## src/rtl/sclk_pkg.sv

```systemverilog
package sclk_pkg;
    localparam int DIV_W   = 8;
    localparam int EXP_W   = 3;
    localparam int CFG_W   = 2 * DIV_W + EXP_W;
    localparam int LO_LSB  = 0;
    localparam int HI_LSB  = DIV_W;
    localparam int EXP_LSB = 2 * DIV_W;

    typedef enum logic [1:0] {
        ST_IDLE = 2'd0,
        ST_LOW  = 2'd1,
        ST_HIGH = 2'd2
    } phase_st_t;
endpackage

```

## src/rtl/sclk_cfg_decode.sv

```systemverilog
module sclk_cfg_decode
    import sclk_pkg::*;
#(
    parameter int EXP_MAX = 7
) (
    input  logic [CFG_W-1:0] cfg_word,
    output logic [DIV_W-1:0] lo_div,
    output logic [DIV_W-1:0] hi_div,
    output logic [EXP_W-1:0] exp_eff
);
    localparam logic [EXP_W-1:0] EXP_CAP = EXP_W'(EXP_MAX);
    localparam logic [DIV_W-1:0] DIV_SAT = {DIV_W{1'b1}};

    logic [DIV_W-1:0] lo_raw;
    logic [DIV_W-1:0] hi_raw;
    logic [EXP_W-1:0] exp_raw;
    logic             over;

    assign lo_raw  = cfg_word[LO_LSB  +: DIV_W];
    assign hi_raw  = cfg_word[HI_LSB  +: DIV_W];
    assign exp_raw = cfg_word[EXP_LSB +: EXP_W];
    assign over    = (exp_raw > EXP_CAP);

    always_comb begin
        if (over) begin
            exp_eff = EXP_CAP;
            lo_div  = DIV_SAT;
            hi_div  = DIV_SAT;
        end else begin
            exp_eff = exp_raw;
            lo_div  = lo_raw;
            hi_div  = hi_raw;
        end
    end
endmodule

```

## src/rtl/sclk_phase_len.sv

```systemverilog
module sclk_phase_len
    import sclk_pkg::*;
#(
    parameter int OFFSET = 4,
    parameter int LEN_W  = 16
) (
    input  logic [DIV_W-1:0] div,
    input  logic [EXP_W-1:0] expo,
    output logic [LEN_W-1:0] len
);
    logic [LEN_W-1:0] stg [0:EXP_W];

    assign stg[0] = LEN_W'(div);

    for (genvar i = 0; i < EXP_W; i++) begin : g_shift
        assign stg[i+1] = expo[i] ? (stg[i] << (1 << i)) : stg[i];
    end

    assign len = stg[EXP_W] + LEN_W'(OFFSET);
endmodule

```

## src/rtl/sclk_phase_counter.sv

```systemverilog
module sclk_phase_counter #(
    parameter int LEN_W = 16
) (
    input  logic             clk,
    input  logic             rst_n,
    input  logic             clr,
    input  logic             load,
    input  logic [LEN_W-1:0] load_len,
    output logic             last
);
    logic [LEN_W-1:0] cnt_q;

    always_ff @(posedge clk or negedge rst_n) begin
        if (!rst_n) begin
            cnt_q <= '0;
        end else if (clr) begin
            cnt_q <= '0;
        end else if (load) begin
            cnt_q <= load_len - LEN_W'(1);
        end else if (cnt_q != '0) begin
            cnt_q <= cnt_q - LEN_W'(1);
        end
    end

    assign last = (cnt_q == '0);
endmodule

```

## src/rtl/sclk_gen.sv

```systemverilog
module sclk_gen
    import sclk_pkg::*;
#(
    parameter int OFFSET  = 4,
    parameter int EXP_MAX = 7
) (
    input  logic             clk,
    input  logic             rst_n,
    input  logic             enable,
    input  logic [CFG_W-1:0] cfg_word,
    output logic             scl_o,
    output logic             fall_tick,
    output logic             rise_tick
);
    localparam int LEN_W = DIV_W + EXP_MAX + 1;

    phase_st_t        state_q, state_d;
    logic             first_q, first_d;
    logic             ld, clr, sel_high;
    logic             phase_last;
    logic [DIV_W-1:0] lo_div, hi_div;
    logic [EXP_W-1:0] exp_eff;
    logic [LEN_W-1:0] lo_len, hi_len, ld_len;

    sclk_cfg_decode #(.EXP_MAX(EXP_MAX)) u_dec (
        .cfg_word (cfg_word),
        .lo_div   (lo_div),
        .hi_div   (hi_div),
        .exp_eff  (exp_eff)
    );

    sclk_phase_len #(.OFFSET(OFFSET), .LEN_W(LEN_W)) u_lo_len (
        .div  (lo_div),
        .expo (exp_eff),
        .len  (lo_len)
    );

    sclk_phase_len #(.OFFSET(OFFSET), .LEN_W(LEN_W)) u_hi_len (
        .div  (hi_div),
        .expo (exp_eff),
        .len  (hi_len)
    );

    assign ld_len = sel_high ? hi_len : lo_len;

    sclk_phase_counter #(.LEN_W(LEN_W)) u_cnt (
        .clk      (clk),
        .rst_n    (rst_n),
        .clr      (clr),
        .load     (ld),
        .load_len (ld_len),
        .last     (phase_last)
    );

    // transitions: start, release, pull, halt
    always_comb begin
        state_d  = state_q;
        first_d  = 1'b0;
        ld       = 1'b0;
        clr      = 1'b0;
        sel_high = 1'b0;
        unique case (state_q)
            ST_IDLE: begin
                if (enable) begin
                    state_d = ST_LOW;
                    ld      = 1'b1;
                    first_d = 1'b1;
                end else begin
                    clr = 1'b1;
                end
            end
            ST_LOW: begin
                if (!enable) begin
                    state_d = ST_IDLE;
                    clr     = 1'b1;
                end else if (phase_last) begin
                    state_d  = ST_HIGH;
                    ld       = 1'b1;
                    sel_high = 1'b1;
                    first_d  = 1'b1;
                end
            end
            ST_HIGH: begin
                if (!enable) begin
                    state_d = ST_IDLE;
                    clr     = 1'b1;
                end else if (phase_last) begin
                    state_d = ST_LOW;
                    ld      = 1'b1;
                    first_d = 1'b1;
                end
            end
            default: begin
                state_d = ST_IDLE;
                clr     = 1'b1;
            end
        endcase
    end

    always_ff @(posedge clk or negedge rst_n) begin
        if (!rst_n) begin
            state_q <= ST_IDLE;
            first_q <= 1'b0;
        end else begin
            state_q <= state_d;
            first_q <= first_d;
        end
    end

    always_comb begin
        scl_o     = (state_q != ST_LOW);
        fall_tick = (state_q == ST_LOW)  && first_q;
        rise_tick = (state_q == ST_HIGH) && first_q;
    end
endmodule

```

## config.mk

```make
export PLATFORM = sky130hd
export DESIGN_NAME = sclk_gen
export DESIGN_NICKNAME = d
export VERILOG_FILES = /design/src/rtl/sclk_pkg.sv /design/src/rtl/sclk_cfg_decode.sv /design/src/rtl/sclk_phase_len.sv /design/src/rtl/sclk_phase_counter.sv /design/src/rtl/sclk_gen.sv
export SDC_FILE = /design/constraint.sdc
export NUM_CORES = 1
export LEC_CHECK = 0
export BUFFER_PORTS_ARGS = -buffer_cell sky130_fd_sc_hd__buf_2
export CAP_MARGIN = 20
export CORE_MARGIN = 10
export CORE_UTILIZATION = 40
export CTS_CLUSTER_DIAMETER = 100
export DETAILED_ROUTE_END_ITERATION = 6
export PLACE_DENSITY = 0.55
export SYNTH_ARGS = -nofsm -noshare
export SYNTH_HDL_FRONTEND = slang
export SYNTH_HIERARCHICAL = 1
export SYNTH_SLANG_ARGS = --single-unit
```

## constraint.sdc

```tcl
create_clock -name clk -period 8.8 [get_ports clk]
set_input_delay 1.76 -clock clk [delete_from_list [all_inputs] [get_ports clk]]
set_output_delay 1.76 -clock clk [all_outputs]
set_load 0.01 [all_outputs]
```

# Word level (Yosys, flattened, before mapping)

Cells that the tools add are included.

Flip-flop bits (word level): 19
Output and inout bits: 3
Input port bits: 22
Word-level logic and storage cells: 49

Reduce and logical (&&, ||, !) cells: 9
Multiplexer cells: 26
$lt $le $gt $ge: 1
$add $sub $neg: 4
Eq/ne operators: 6

Operator list:

| kind                  | number |
|---|---|
| $mux 16               | 8 |
| $add 16x3->16 const B | 2 |
| $sub 16x1->16 const B | 2 |
| $mux 9                | 2 |
| $logic_not 16->1      | 1 |
| $mux 8                | 2 |
| $reduce_bool 16->1    | 1 |
| $mux 2                | 5 |
| $mux 1                | 6 |
| $ne 3x3->1 const B    | 2 |
| $pmux 2 s3            | 1 |
| $gt 3x3->1 const B    | 1 |
| $mux 3                | 1 |
| $reduce_and 3->1      | 1 |
| $reduce_bool 3->1     | 1 |
| $reduce_or 3->1       | 1 |
| $eq 2x1->1 const B    | 1 |
| $eq 2x2->1 const B    | 1 |
| $logic_and 1x1->1     | 2 |
| $logic_not 2->1       | 1 |
| $ne 2x1->1 const B    | 1 |
| $ne 2x2->1 const B    | 1 |
| $pmux 1 s2            | 1 |
| $reduce_or 2->1       | 1 |

# Logic depth before layout (Yosys ltp)

Depth in word-level cells: 10
Depth in mapped cells: 19
Depth with buffers taken out: 16

# By module

Netlist, hierarchy kept.

By module, submodules not included:

| module             | cells an instance | times used | sequential area each (sq um) | area each (sq um) |
|---|---|---|---|---|
| sclk_phase_len     | 94                | 2          | 0.0                          | 666.9 |
| sclk_phase_counter | 123               | 1          | 400.4                        | 1,153.6 |
| sclk_gen           | 40                | 1          | 75.1                         | 465.4 |
| sclk_cfg_decode    | 19                | 1          | 0.0                          | 71.3 |

# Worst setup path before layout

No wires, ideal clock.

Kind: in2reg
Start: input cfg_word[17]
End: register u_cnt.cnt_q[12]
Path buffers: 3
Path slack: 3,984 ps
Arrival time: 4,712 ps
Stages: 17
Required time: 8,696 ps
Cell sequence: clkbuf_1 > buf_6 > buf_6 > mux2i_2 > nor2_1 > a21oi_1 > nor2_1 > ha_1 > and4_1 > a41oi_4 > xor2_1 > mux2_4 > nor2_1 > a21oi_1 > nor4_4 > nand2_1 > a221oi_1

Word-level cells in the longest chain between the ends: 10
Elaborated cells between the ends (all ways): 16
Those cells by class: 3 x add/sub; 1 x order compare; 12 x mux

Ends and longest elaborated chain:

| item                             | RTL line                 | RTL |
|---|---|---|
| start: declaration               | sclk_gen.sv:10           | `input logic [CFG_W-1:0] cfg_word,` |
| $gt 3x3->1                       | sclk_cfg_decode.sv:22    | `assign over = (exp_raw > EXP_CAP);` |
| $mux 8 or $mux 3 (tied branches) | sclk_cfg_decode.sv:25    | `if (over) begin` |
| $mux 9                           | sclk_phase_len.sv:16     | `assign stg[i+1] = expo[i] ? (stg[i] << (1 << i)) : stg[i];` |
| $mux 16                          | sclk_phase_len.sv:16     |  |
| $mux 16 *                        | sclk_phase_len.sv:16     |  |
| $add 16x3->16 *                  | sclk_phase_len.sv:19     | `assign len = stg[EXP_W] + LEN_W'(OFFSET);` |
| net hi_len[6]                    | sclk_gen.sv:23           | `logic [LEN_W-1:0] lo_len, hi_len, ld_len;` |
| $mux 16 *                        | sclk_gen.sv:44           | `assign ld_len = sel_high ? hi_len : lo_len;` |
| net ld_len[6]                    | sclk_gen.sv:23           |  |
| $sub 16x1->16 *                  | sclk_phase_counter.sv:19 | `cnt_q <= load_len - LEN_W'(1);` |
| $mux 16 *                        | sclk_phase_counter.sv:18 | `end else if (load) begin` |
| $mux 16 *                        | sclk_phase_counter.sv:16 | `end else if (clr) begin` |
| end signal: assignment           | sclk_phase_counter.sv:19 |  |
| end signal: assignment           | sclk_phase_counter.sv:21 | `cnt_q <= cnt_q - LEN_W'(1);` |
| end: declaration                 | sclk_phase_counter.sv:11 | `logic [LEN_W-1:0] cnt_q;` |

The timed path passes the listed nets; every way through them passes the cells marked *.
A chain may end at the register's enable or synchronous reset.

# Final worst setup path

Start: input cfg_word[17]
End: register u_cnt.cnt_q[12]

Word-level cells in the longest chain between the ends: 10
Elaborated cells between the ends (all ways): 16
Those cells by class: 3 x add/sub; 1 x order compare; 12 x mux

Ends and longest elaborated chain:

| item                             | RTL line |
|---|---|
| $gt 3x3->1                       | sclk_cfg_decode.sv:22 |
| $mux 8 or $mux 3 (tied branches) | sclk_cfg_decode.sv:25 |
| $mux 9                           | sclk_phase_len.sv:16 |
| $mux 16                          | sclk_phase_len.sv:16 |
| $mux 16 *                        | sclk_phase_len.sv:16 |
| $add 16x3->16 *                  | sclk_phase_len.sv:19 |
| net lo_len[6]                    | sclk_gen.sv:23 |
| $mux 16 *                        | sclk_gen.sv:44 |
| net ld_len[6]                    | sclk_gen.sv:23 |
| $sub 16x1->16 *                  | sclk_phase_counter.sv:19 |
| $mux 16 *                        | sclk_phase_counter.sv:18 |
| $mux 16 *                        | sclk_phase_counter.sv:16 |

Marks and branches as above.

==> results.json <==
{
  "finalHoldViolCount": 0,
  "ys_ff_latch": 19,
  "clockBufferDepth": 2,
  "rows": 31,
  "synth_top_cell_area_share_pct": 15.7,
  "clk_pin_slew_ns": 0.07,
  "synth_edf_count": 0,
  "synth_common_cells": "nor2_1 (39), nand2_1 (33), mux2i_1 (27)",
  "synth_xor_area_share_pct": 6.37,
  "fin_crit_sh_pct": 59.4,
  "path_common_cell": "nor2_1",
  "detail-route-antenna-nets": 0,
  "grt_pass1_vias": 2450,
  "hp-class": "reg -> reg",
  "synth_top_flop_cell": "dfrtp_1",
  "ctsHtreeMaxLevel": 1,
  "path_cells": "buf_2, mux2i_2, nor2_1, a21oi_1, nor2_1, ha_1, and4_1, a41oi_4, xor2_1, mux2_4, nor2_1, a21oi_1, nor4_4, nand2_1, a221oi_1",
  "drive_above_1_share_pct": 24.8,
  "syn-cell-area_mm2": 0.00302,
  "yosysMostFrequentCell": "nor2_1",
  "clock_latency_ns": 0.26,
  "peakVddDrop_v": 0.000152,
  "antenna_found_initial": 0,
  "post_cts.repair.setup_buffers": 0,
  "start_util_pct": 41.5,
  "coreArea_mm2": 0.00729,
  "yosysSeqAreaShare_pct": 15.7,
  "synth-compound-area-share_pct": 18.0,
  "yosysTopAreaCell": "dfrtp_1",
  "antennaDiodeCount": 0,
  "drv_cap": 0,
  "slowest_stage": "buf_2",
  "p_per_area_mw_per_mm2": 220,
  "path_max_fanout": 36,
  "drt-initial-drc-count": 131,
  "crit_type": "in -> reg",
  "finalSetupViolCount": 0,
  "grt_overflow": 0,
  "grtUsageTotal_pct": 12.0,
  "yosys.area_share.adder_pct": 2.90,
  "slew_viol_final": 0,
  "wire_per_inst_um": 15.1,
  "syn_nets": 399,
  "synth_mux_area_share_pct": 20.9,
  "cts_buffers": 3,
  "ys_warn_count": 6,
  "layout.nets": 389,
  "root_buffer": "clkbuf_8",
  "grt_pass1_wl_um": 11700,
  "area_growth_pct": 2.11,
  "synth_top_family_by_area": "simple AND/OR/NAND/NOR gates",
  "avgSynthCellArea_um2": 8.17,
  "yosys-top-cells-area": "dfrtp_1 (16%), mux2i_1 (8.9%), mux2_4 (5.0%)",
  "cp_slowest_stage_delay_ns": 0.51,
  "end_kind": "flip-flop",
  "max_slew_margin_pct": 27.9,
  "routed_wl_um": 6920,
  "cts_tree": "yes",
  "hpwl_um": 5410,
  "finClkSkew_ns": 0.00456,
  "via_per_inst": 5.47,
  "drc": 0,
  "gp_congestion": 0.820,
  "num_vias": 2504,
  "fp.dieW_um": 107,
  "ios": 25,
  "drt-pass1-iter-count": 4,
  "outcome": "complete, no violations",
  "die_h_um": 107,
  "ctsHoldBuffers": 0,
  "synth_cell_type_count": 58,
  "min_period_ns": 5.22,
  "cp-start-kind": "primary input",
  "die_area_mm2": 0.0114,
  "fillCellCount": 780,
  "clock-sinks": 19,
  "cts_resized": 0,
  "io_buffers": 24,
  "total_power_uw": 678,
  "fmax_ghz": 0.191,
  "synthSimpleGateAreaFrac_pct": 26.7,
  "required_ns": 8.95,
  "grt_max_degree": 44,
  "rsz0062_at_grt": "no",
  "ys_async_sr_fraction_pct": 100,
  "synth_cells": 370,
  "arrival_ns": 5.38,
  "tns_ns": 0,
  "power_leakage_nw": 1.30,
  "worst_pin_slew_ns": 1.08
}
-- sequential cells by signal, summed over array words and instances (netlist names) --
name         cells
first_q          1
state_q          2
u_cnt/cnt_q     16
-- routing by layer --
layer / global-route usage (%) / up-vias / part of all wire, %
li1: - / 1271 / -
met1: 14.9 / 1208 / 46
met2: 21.7 / 21 / 51
met3: 1.44 / 4 / 2.1
met4: 1.93 / 0 / 0.78
met5: 0 / - / 0
-- where the power goes --
part / internal [mW] / leakage, nW / switching, mW
sequential: 0.122 / 0.252 / 0.0317
combinational: 0.194 / 1.03 / 0.269
clock: 0.0315 / 0.0255 / 0.0293
-- final cells by class --
| cell class | count | area [µm²] | share of cell area, % |
|---|---|---|---|
| inverter | 11 | 41.3 | 1.34 |
| tap | 99 | 124 | 4.01 |
| sequential | 19 | 475 | 15.4 |
| clock inverter | 1 | 5.00 | 0.162 |
| timing repair buffer | 24 | 120 | 3.89 |
| clock buffer | 3 | 41.3 | 1.34 |
| multi-input combinational | 301 | 2280 | 73.9 |
-- kinds of logic after synthesis --
group | Yosys count
AOI/OAI and AO/OA | 70
xor gates and xnor gates | 22
adders and majority gates | 7
buffers and inverters | 50
DFF | 19
muxes | 55
other | 2
and+or+nand+nor | 145
-- cell usage in the layout, fill, tap and decap left out, drive strengths merged, types with 4 or more instances in the layout --
cell type / n
nor2: 39
nand2: 33
mux2i: 31
a21oi: 29
buf: 24
mux2: 24
nor3: 23
dfrtp: 19
xnor2: 12
o21ai: 12
inv: 11
xor2: 10
nand3: 9
ha: 7
and3: 6
nand4: 5
and2: 4
a211oi: 4
a21o: 4
nand2b: 4
-- worst max-delay path: cells and delay by family --
kind | cells | cell delay [ns]
xor gates and xnor gates | 1 | 0.13
muxes | 2 | 0.62
buffers and inverters | 1 | 0.51
adders and majority gates | 1 | 0.29
AOI/OAI and AO/OA | 4 | 0.94
and+or+nand+nor | 6 | 1.10
-- final timing paths --
kind	slack (ns)	depth (start not counted)	from	endpoint
setup reg to reg	4.20	12	u_cnt/cnt_q[2]	u_cnt/cnt_q[12]
max in group asynchronous	7.05	1	rst_n	u_cnt/cnt_q[6]
min in group asynchronous	1.44	1	rst_n	u_cnt/cnt_q[13]
hold reg to reg	0.59	1	state_q[0]	state_q[0]
hold / removal	0.59	1	state_q[0]	state_q[0]
setup / recovery	3.58	15	cfg_word[17]	u_cnt/cnt_q[12]
-- metrics by stage --
stage	setup slack [ns]	hold slack, ns	cells	instance area [µm²]	utilization [%]
global placement	3.37	0.566	454	3040	41.7
CTS	3.58	0.595	458	3090	42.3
detailed placement	3.33	0.578	454	3040	41.7
floorplan	3.98	0.539	370	3020	-
global route	3.18	0.640	458	3090	42.3
finish	3.58	0.587	458	3090	42.3
(Power assumes the default switching activity.)
